`config.mk`:
```
export PLATFORM = sky130hd
export DESIGN_NAME = peak_chop_regulator
export DESIGN_NICKNAME = d
export VERILOG_FILES = /design/src/rtl/chop_pkg.sv /design/src/rtl/chop_interval_counter.sv /design/src/rtl/chop_sequencer.sv /design/src/rtl/peak_chop_regulator.sv
export SDC_FILE = /design/constraint.sdc
export NUM_CORES = 1
export LEC_CHECK = 0
export ABC_AREA = 0
export CORE_MARGIN = 5
export CORE_UTILIZATION = 40
export DETAILED_ROUTE_END_ITERATION = 10
export PLACE_DENSITY = 0.75
export SYNTH_ARGS = -nofsm -noshare
export SYNTH_HDL_FRONTEND = slang
export SYNTH_SLANG_ARGS = --single-unit
```
`constraint.sdc`:
```
create_clock -name clk -period 1.95 [get_ports clk]
set_clock_uncertainty 0.05 [all_clocks]
set_input_delay 0.195 -clock clk [delete_from_list [all_inputs] [get_ports clk]]
set_output_delay 0.195 -clock clk [all_outputs]
set_load 0.01 [all_outputs]
```
`src/rtl/chop_pkg.sv`:
```
package chop_pkg;

    typedef enum logic [1:0] {
        CHOP_IDLE  = 2'd0,
        CHOP_BLANK = 2'd1,
        CHOP_ARMED = 2'd2,
        CHOP_OFF   = 2'd3
    } chop_state_e;

endpackage

```
`src/rtl/chop_interval_counter.sv`:
```
module chop_interval_counter #(
    parameter int CNT_W = 8
) (
    input  logic             clk,
    input  logic             rst_n,
    input  logic             clr,
    input  logic             load,
    input  logic [CNT_W-1:0] load_val,
    input  logic             dec,
    output logic             cnt_zero
);

    localparam logic [CNT_W-1:0] ZERO = '0;
    localparam logic [CNT_W-1:0] ONE  = {{(CNT_W-1){1'b0}}, 1'b1};

    logic [CNT_W-1:0] cnt_q;

    always_ff @(posedge clk or negedge rst_n) begin
        if (!rst_n) begin
            cnt_q <= ZERO;
        end else if (clr) begin
            cnt_q <= ZERO;
        end else if (load) begin
            cnt_q <= load_val;
        end else if (dec && (cnt_q != ZERO)) begin
            cnt_q <= cnt_q - ONE;
        end
    end

    assign cnt_zero = (cnt_q == ZERO);

endmodule

```
`src/rtl/chop_sequencer.sv`:
```
module chop_sequencer
    import chop_pkg::*;
(
    input  logic        clk,
    input  logic        rst_n,
    input  logic        pwm_in,
    input  logic        trip_in,
    input  logic        cnt_zero,
    output chop_state_e state,
    output logic        cnt_clr,
    output logic        cnt_load,
    output logic        load_off,
    output logic        cnt_dec,
    output logic        chop_en,
    output logic        hs_turn_on
);

    chop_state_e state_q;
    chop_state_e state_d;

    // next-state and counter control
    always_comb begin
        state_d  = state_q;
        cnt_clr  = 1'b0;
        cnt_load = 1'b0;
        load_off = 1'b0;
        cnt_dec  = 1'b0;
        if (!pwm_in) begin
            state_d = CHOP_IDLE;           // GATE
            cnt_clr = 1'b1;
        end else begin
            unique case (state_q)
                CHOP_IDLE: begin
                    state_d  = CHOP_BLANK;  // START
                    cnt_load = 1'b1;
                end
                CHOP_BLANK: begin
                    if (cnt_zero) begin
                        state_d = CHOP_ARMED; // ARM
                    end else begin
                        cnt_dec = 1'b1;
                    end
                end
                CHOP_ARMED: begin
                    if (trip_in) begin
                        state_d  = CHOP_OFF;  // TRIP
                        cnt_load = 1'b1;
                        load_off = 1'b1;
                    end
                end
                CHOP_OFF: begin
                    if (cnt_zero) begin
                        state_d  = CHOP_BLANK; // RESUME
                        cnt_load = 1'b1;
                    end else begin
                        cnt_dec = 1'b1;
                    end
                end
                default: begin
                    state_d = CHOP_IDLE;
                    cnt_clr = 1'b1;
                end
            endcase
        end
    end

    // state register
    always_ff @(posedge clk or negedge rst_n) begin
        if (!rst_n) begin
            state_q <= CHOP_IDLE;
        end else begin
            state_q <= state_d;
        end
    end

    // registered outputs, aligned with the state register
    always_ff @(posedge clk or negedge rst_n) begin
        if (!rst_n) begin
            chop_en    <= 1'b0;
            hs_turn_on <= 1'b0;
        end else begin
            chop_en    <= (state_d == CHOP_BLANK) || (state_d == CHOP_ARMED);
            hs_turn_on <= (state_d == CHOP_BLANK) && (state_q != CHOP_BLANK);
        end
    end

    assign state = state_q;

endmodule

```
`src/rtl/peak_chop_regulator.sv`:
```
module peak_chop_regulator #(
    parameter int CNT_W = 8
) (
    input  logic             clk,
    input  logic             rst_n,
    input  logic             pwm_in,
    input  logic             trip_in,
    input  logic [CNT_W-1:0] blank_count,
    input  logic [CNT_W-1:0] off_count,
    output logic             chop_en,
    output logic             hs_turn_on
);

    chop_pkg::chop_state_e fsm_state;
    logic                  cnt_zero;
    logic                  cnt_clr;
    logic                  cnt_load;
    logic                  load_off;
    logic                  cnt_dec;
    logic [CNT_W-1:0]      load_val;

    assign load_val = load_off ? off_count : blank_count;

    chop_sequencer u_seq (
        .clk        (clk),
        .rst_n      (rst_n),
        .pwm_in     (pwm_in),
        .trip_in    (trip_in),
        .cnt_zero   (cnt_zero),
        .state      (fsm_state),
        .cnt_clr    (cnt_clr),
        .cnt_load   (cnt_load),
        .load_off   (load_off),
        .cnt_dec    (cnt_dec),
        .chop_en    (chop_en),
        .hs_turn_on (hs_turn_on)
    );

    chop_interval_counter #(.CNT_W(CNT_W)) u_cnt (
        .clk      (clk),
        .rst_n    (rst_n),
        .clr      (cnt_clr),
        .load     (cnt_load),
        .load_val (load_val),
        .dec      (cnt_dec),
        .cnt_zero (cnt_zero)
    );

endmodule

```
======== Word level (Yosys, flattened, before mapping) ========
Cells that the tools add are included.
word-level totals
  logic and storage cells ................. 37
  output and inout bits ................... 2
  memory bits (writable) .................. 0
  latch bits .............................. 0
  memory bits (read-only) ................. 0
  register bits ........................... 12
  memories kept ........................... 0
cells by class
  $lt $le $gt $ge ......................... 0
  divide/modulo/power cells ............... 0
  eq/ne operators ......................... 7
  multiply operators ...................... 0
  shifts and indexed selects .............. 0
  reductions and logical operators ........ 7
  multiplexer cells ....................... 18
  bitwise gates (word level) .............. 0
  add/sub/neg operators ................... 1
operators by type and width
  operator                                           count
  two-way mux 8 bit                                  4
  logical NOT 8 bit                                  1
  two-way mux 1 bit                                  8
  two-way mux 2 bit                                  4
  one-hot mux 2 bit (4 select lines)                 1
  nonzero test 8 bit                                 1
  subtractor 8 x 1 -> 8 bit (second input constant)  1
  == test 2 bit (second input constant)              3
  == test 2 x 1 -> 1 bit (second input constant)     2
  != test 3 x 1 -> 1 bit (second input constant)     1
  one-hot mux 1 bit (3 select lines)                 1
  logical AND 1 bit                                  2
  logical NOT 2 bit                                  1
  != test 2 x 1 -> 1 bit (second input constant)     1
  OR reduction 2 bit                                 1
  logical OR 1 bit                                   1

======== Depth between registers and ports, before layout ========
  depth in word-level cells ............... 8
  mapped depth ............................ 8

======== Modules after synthesis ========
A second synthesis with hierarchy kept.
second synthesis, totals
  cells, all modules ...................... 92
  area, all modules ....................... 895.9 um^2
modules (own cells, without submodules)
  module                 area each (um^2)  instances  cells each  seq. area each (um^2)
  chop_interval_counter  555.5             1          61          200.2
  chop_sequencer         209.0             1          22          100.1
  peak_chop_regulator    131.4             1          9           0.0

======== Worst setup path before layout ========
Ideal clock, no wire load.
  path kind ............................... register -> register
  from .................................... reg u_cnt.cnt_q[0]
  to ...................................... reg u_seq.hs_turn_on
  data arrival time ....................... 1784 ps
  data required time ...................... 1816 ps
  cell stages (with the launch flop) ...... 9
  clock period less this slack ............ 1918 ps
  setup slack ............................. 32 ps
  cell sequence ........................... dfrtp_1 inv_1 ha_1 and4bb_2 a31o_2 buf_2 nor2_2 ha_1 a21boi_0
on the way
  longest elaborated chain between the ends .. 6
  elaborated cells on any way between the ends .. 7
  those cells by class .................... eq/ne: 1; mux: 4; reduce/logical: 2
RTL lines
  what                                         line                                        source
  start, declared                              chop_interval_counter.sv:16                 logic [CNT_W-1:0] cnt_q;
  start signal, assigned                       chop_interval_counter.sv:24                 cnt_q <= load_val;
  start signal, assigned                       chop_interval_counter.sv:26                 cnt_q <= cnt_q - ONE;
  logical NOT 8 bit (*)                        chop_interval_counter.sv:30                 assign cnt_zero = (cnt_q == ZERO);
  two-way mux 2 bit, on equally long branches  chop_sequencer.sv:52, chop_sequencer.sv:38
  one-hot mux 2 bit (4 select lines) (*)       chop_sequencer.sv:32                        unique case (state_q)
  two-way mux 2 bit (*)                        chop_sequencer.sv:28                        if (!pwm_in) begin
  net u_seq.state_d[0]                         chop_sequencer.sv:19                        chop_state_e state_d;
  == test 2 x 1 -> 1 bit (*)                   chop_sequencer.sv:83                        hs_turn_on <= (state_d == CHOP_BLANK) && (state_q != CHOP_BLANK);
  logical AND 1 bit (*)                        chop_sequencer.sv:83
  end signal, assigned                         chop_sequencer.sv:83
  end, declared                                chop_sequencer.sv:15                        output logic hs_turn_on
The timed path passes the listed nets; every way through them passes the cells marked *.
A chain may end at the register's enable or synchronous reset.

======== Worst setup path after layout ========
  from .................................... reg u_cnt.cnt_q[1]
  to ...................................... reg u_cnt.cnt_q[6]
on the way
  longest elaborated chain between the ends .. 6
  elaborated cells on any way between the ends .. 14
  those cells by class .................... add/sub: 1; eq/ne: 1; mux: 9; reduce/logical: 3
RTL lines
  what
  parallel branches: the longest is 6 deep, another holds subtractor 8 x 1 -> 8 bit
Parallel ways; which one is timed is not known. The select of a mux whose other input is x is not followed.

==> report_table.html <==
<table>
<tr><th>Metric</th><th>Value</th></tr>
<tr><th colspan="2">Power and ir drop</th></tr>
<tr><td>Share of total power consumed by net switching</td><td>36.0%</td></tr>
<tr><td>Combinational share of power</td><td>50.5%</td></tr>
<tr><td>Power share of the sequential group</td><td>33.1%</td></tr>
<tr><td>Switching pwr</td><td>443 uW</td></tr>
<tr><td>Leak pwr</td><td>0.000584 uW</td></tr>
<tr><td>Share of total power in the clock network</td><td>16.5%</td></tr>
<tr><td>Pwr per Cell Area</td><td>978 nW/um^2</td></tr>
<tr><td>Internal portion of total power</td><td>787 uW</td></tr>
<tr><td>Worst IR drop on VDD</td><td>0.586 mV</td></tr>
<tr><th colspan="2">Synth</th></tr>
<tr><td>Mean Syn Cell Area</td><td>10.2 um^2</td></tr>
<tr><td>Number of register bits inferred by synthesis</td><td>12</td></tr>
<tr><td>Biggest area contributors in the synthesized netlist</td><td>dfrtp_1, mux2i_1, a22o_1</td></tr>
<tr><td>Cell count after synthesis</td><td>86</td></tr>
<tr><td>Leading area contributor after synthesis</td><td>dfrtp_1</td></tr>
<tr><td>Synth Flop Type</td><td>dfrtp_1</td></tr>
<tr><td>Seq/Total Area, Yosys</td><td>34.4%</td></tr>
<tr><td>Number of synthesized flops with an enable pin</td><td>0</td></tr>
<tr><td>Synth Net Count</td><td>109</td></tr>
<tr><td>Yosys top cell area share</td><td>34.4%</td></tr>
<tr><td>Netlist Area Pre-Place</td><td>873 um^2</td></tr>
<tr><td>Async set-reset flop share out of synthesis</td><td>100%</td></tr>
<tr><td>Yosys cell types</td><td>34</td></tr>
<tr><td>Number of warnings printed during yosys synthesis</td><td>0</td></tr>
<tr><th colspan="2">Finish</th></tr>
<tr><td>Net count, final</td><td>143</td></tr>
<tr><td>Area growth from synthesis to layout</td><td>44.0%</td></tr>
<tr><td>Fraction of final layout cells sized beyond drive strength 1</td><td>23.5%</td></tr>
<tr><td>Filler cells</td><td>188</td></tr>
<tr><td>Fin util</td><td>58.5%</td></tr>
<tr><td>Post-Layout Cell Count</td><td>147</td></tr>
<tr><td>Ant diodes</td><td>0</td></tr>
<tr><th colspan="2">CTS</th></tr>
<tr><td>Count of H-tree levels built during CTS</td><td>1</td></tr>
<tr><td>Buffer type at the clock tree root</td><td>clkbuf_4</td></tr>
<tr><td>Clk Latency, worst-skew pair</td><td>280 ps</td></tr>
<tr><td>Clock Pin Slew Worst Setup and Hold Paths</td><td>80 ps</td></tr>
<tr><td>CTS Hold Buffers Added</td><td>0</td></tr>
<tr><td>Maximum root-to-sink buffer count</td><td>2</td></tr>
<tr><td>CTS tree</td><td>done</td></tr>
<tr><td>Clock Sinks</td><td>12</td></tr>
<tr><td>Number of CTS-inserted buffers</td><td>3</td></tr>
<tr><th colspan="2">GRT</th></tr>
<tr><td>Via count of the first global-routing pass</td><td>813</td></tr>
<tr><td>All-layer global routing usage</td><td>14.3%</td></tr>
<tr><td>Initial antenna violation count</td><td>0</td></tr>
<tr><td>Pin count of the biggest net entering global routing</td><td>13</td></tr>
<tr><td>GRT Residual Overflow</td><td>0</td></tr>
<tr><td>Global-route wire length before repair</td><td>3.61 mm</td></tr>
<tr><th colspan="2">Die</th></tr>
<tr><td>Die extent in x</td><td>56.7 um</td></tr>
<tr><td>I/O pin total</td><td>22</td></tr>
<tr><td>Full die area</td><td>3220 um^2</td></tr>
<tr><td>Cell Rows</td><td>17</td></tr>
<tr><td>Area inside the core boundary</td><td>2150 um^2</td></tr>
<tr><td>Initial core utilization</td><td>40.7%</td></tr>
<tr><td>Die span in y</td><td>56.7 um</td></tr>
<tr><th colspan="2">STA</th></tr>
<tr><td>Time the worst path needs with I/O delays and setup</td><td>1890 ps</td></tr>
<tr><td>Final Max Tran Viols</td><td>0</td></tr>
<tr><td>Post-route fraction of the period consumed by the critical path</td><td>96.7%</td></tr>
<tr><td>Final Hold Viols</td><td>0</td></tr>
<tr><td>Max Fclk</td><td>530 MHz</td></tr>
<tr><td>Least-Margin Pin Slew</td><td>548 ps</td></tr>
<tr><td>Setup violations, final</td><td>0</td></tr>
<tr><td>Max transition margin</td><td>63.3%</td></tr>
<tr><td>Post-Route Setup TNS</td><td>0 ps</td></tr>
<tr><td>Setup repair after global routing missed its margin</td><td>no</td></tr>
<tr><th colspan="2">Hold path</th></tr>
<tr><td>Hold/Removal Path Class</td><td>primary input to asynchronous set/reset pin</td></tr>
<tr><th colspan="2">Routing</th></tr>
<tr><td>Post-route ant nets</td><td>0</td></tr>
<tr><td>Initial DRC count</td><td>28</td></tr>
<tr><td>Routed wire length per instance</td><td>14.4 um</td></tr>
<tr><td>Routed via count divided by cell count</td><td>5.38</td></tr>
<tr><td>Post-route DRC violation count</td><td>0</td></tr>
<tr><td>Total Routed Length</td><td>2.12 mm</td></tr>
<tr><td>Via count</td><td>791</td></tr>
<tr><td>First-pass iteration count of the detailed router</td><td>4</td></tr>
<tr><th colspan="2">Placement</th></tr>
<tr><td>Buffers added on ports</td><td>21</td></tr>
<tr><td>Gpl congestion</td><td>0.884</td></tr>
<tr><td>Half-perimeter wire length of the detailed placement result</td><td>1.57 mm</td></tr>
<tr><td>Number of cells in the design after placement</td><td>143</td></tr>
<tr><th colspan="2">Worst setup path</th></tr>
<tr><td>Launch instance of the worst register-to-register path</td><td>u_cnt.cnt_q[1]</td></tr>
<tr><td>Critical path required time</td><td>2070 ps</td></tr>
<tr><td>Maximum net fanout on the critical path</td><td>8</td></tr>
<tr><td>Number of cells on the worst reg-to-reg path</td><td>7</td></tr>
<tr><td>Startpoint class of the critical path</td><td>flip-flop</td></tr>
<tr><td>Critical path endpoint category</td><td>flip-flop</td></tr>
<tr><td>Crit path kind</td><td>flip-flop to flip-flop</td></tr>
<tr><td>Flop-to-flop setup slack</td><td>60 ps</td></tr>
<tr><td>Signal arrival time at the worst endpoint</td><td>2000 ps</td></tr>
<tr><td>R2r endpoint</td><td>u_cnt.cnt_q[6]</td></tr>
<tr><th colspan="2">Job</th></tr>
<tr><td>Max Cap Viol</td><td>0</td></tr>
<tr><th colspan="2">Outcome</th></tr>
<tr><td>Run status</td><td>complete, no violations</td></tr>
</table>
-- timing repair --
item | in CTS | in global routing
gates resized for setup | 1 | 4
endpoints found under the hold margin | 0 | 0
setup endpoints to repair | 7 | 6
setup buffers | 0 | 0
pin swaps | 0 | 2
-- layer usage --
| metal | wire, um | part of all wire [%] | track usage, % | up-vias |
|---|---|---|---|---|
| met2 | 1040 | 49 | 22.8 | 24 |
| met5 | 0 | 0 | 0 | - |
| met1 | 931 | 44 | 17.8 | 374 |
| met3 | 127 | 6.0 | 5.29 | 4 |
| li1 | - | - | - | 389 |
| met4 | 24 | 1.1 | 4.07 | 0 |
-- power by group through the flow --
stage	Sequential [uW]	Clock, uW	Combinational [uW]
after floorplan	395	0	363
after global placement	405	0	568
after detailed placement	404	0	579
after CTS	402	213	587
after global routing	417	225	682
final	407	202	621
-- sequential cells by signal, summed over array words and instances (netlist names) --
name              count
u_seq.hs_turn_on      1
u_cnt.cnt_q           8
u_seq.state           2
u_seq.chop_en         1
-- layout by cell type, fill, tap and decap left out, types with 4 or more instances in the layout --
cell,instances
nor2_1,4
clkdlybuf4s50_1,21
dfrtp_1,12
mux2i_1,10
buf_4,12
a22o_1,8
inv_1,8
-- metrics by stage --
stage	total power (uW)	hold WS [ps]	setup WS (ps)	instance area, um^2
after floorplan	758	-151	32.0	873
after global placement	973	471	51.2	1180
after detailed placement	983	479	-8.09	1180
after CTS	1200	234	29.1	1220
after global routing	1320	266	0.116	1260
final	1230	218	64.2	1260
-- area by class of cell --
class / instances / area, um^2 / share of cell area, %
Inverter: 8 / 30.0 / 2.39
Timing Repair Buffer: 33 / 300 / 23.9
Sequential cell: 12 / 300 / 23.9
Multi-Input combinational cell: 62 / 556 / 44.2
Clock buffer: 4 / 36.3 / 2.89
Tap cell: 28 / 35.0 / 2.79
-- Yosys cell counts, drive strengths merged, types with 2 or more instances --
cell type  number
dfrtp          12
nand2           3
or3             5
mux2i          10
a211o           2
a22o            8
o2bb2ai         3
nor2            5
buf             3
ha              3
inv             8
nand2b          3
o21ai           3
a32o            3
-- how the worst max path moves through the flow --
| stage | from | endpoint | slack, ps | depth (start not counted) |
|---|---|---|---|---|
| 6_report | u_cnt.cnt_q[1] | u_cnt.cnt_q[6] | 60 | 7 |
| 5_1_grt | u_cnt.cnt_q[1] | u_seq.hs_turn_on | 0.1 | 9 |
| 4_1_cts | u_cnt.cnt_q[1] | u_seq.hs_turn_on | 30 | 8 |
| 3_5_place_dp | u_cnt.cnt_q[1] | u_cnt.cnt_q[2] | -8 | 7 |
| 3_3_place_gp | u_cnt.cnt_q[1] | u_cnt.cnt_q[2] | 50 | 7 |
| 2_1_floorplan | u_cnt.cnt_q[0] | u_seq.hs_turn_on | 30 | 8 |
-- logic make-up after synthesis --
group / after synthesis / share of synthesized area (%)
muxes: 11 / 12.8
AOI/OAI and AO/OA: 24 / 22.6
adders and majority gates: 3 / 4.30
xor gates and xnor gates: 1 / 1.00
and+or+nand+nor: 23 / 18.3
DFF: 12 / 34.4
buffers and inverters: 12 / 6.59
-- critical path: stages, from the launching register on --
cell and delay (ps):
dfrtp_1 370, inv_1 70, ha_1 180, and4bb_2 250, buf_4 150, a31o_4 280
a22o_1 230, a32o_1 200
Note: power is estimated with default switching activity, not from simulation.
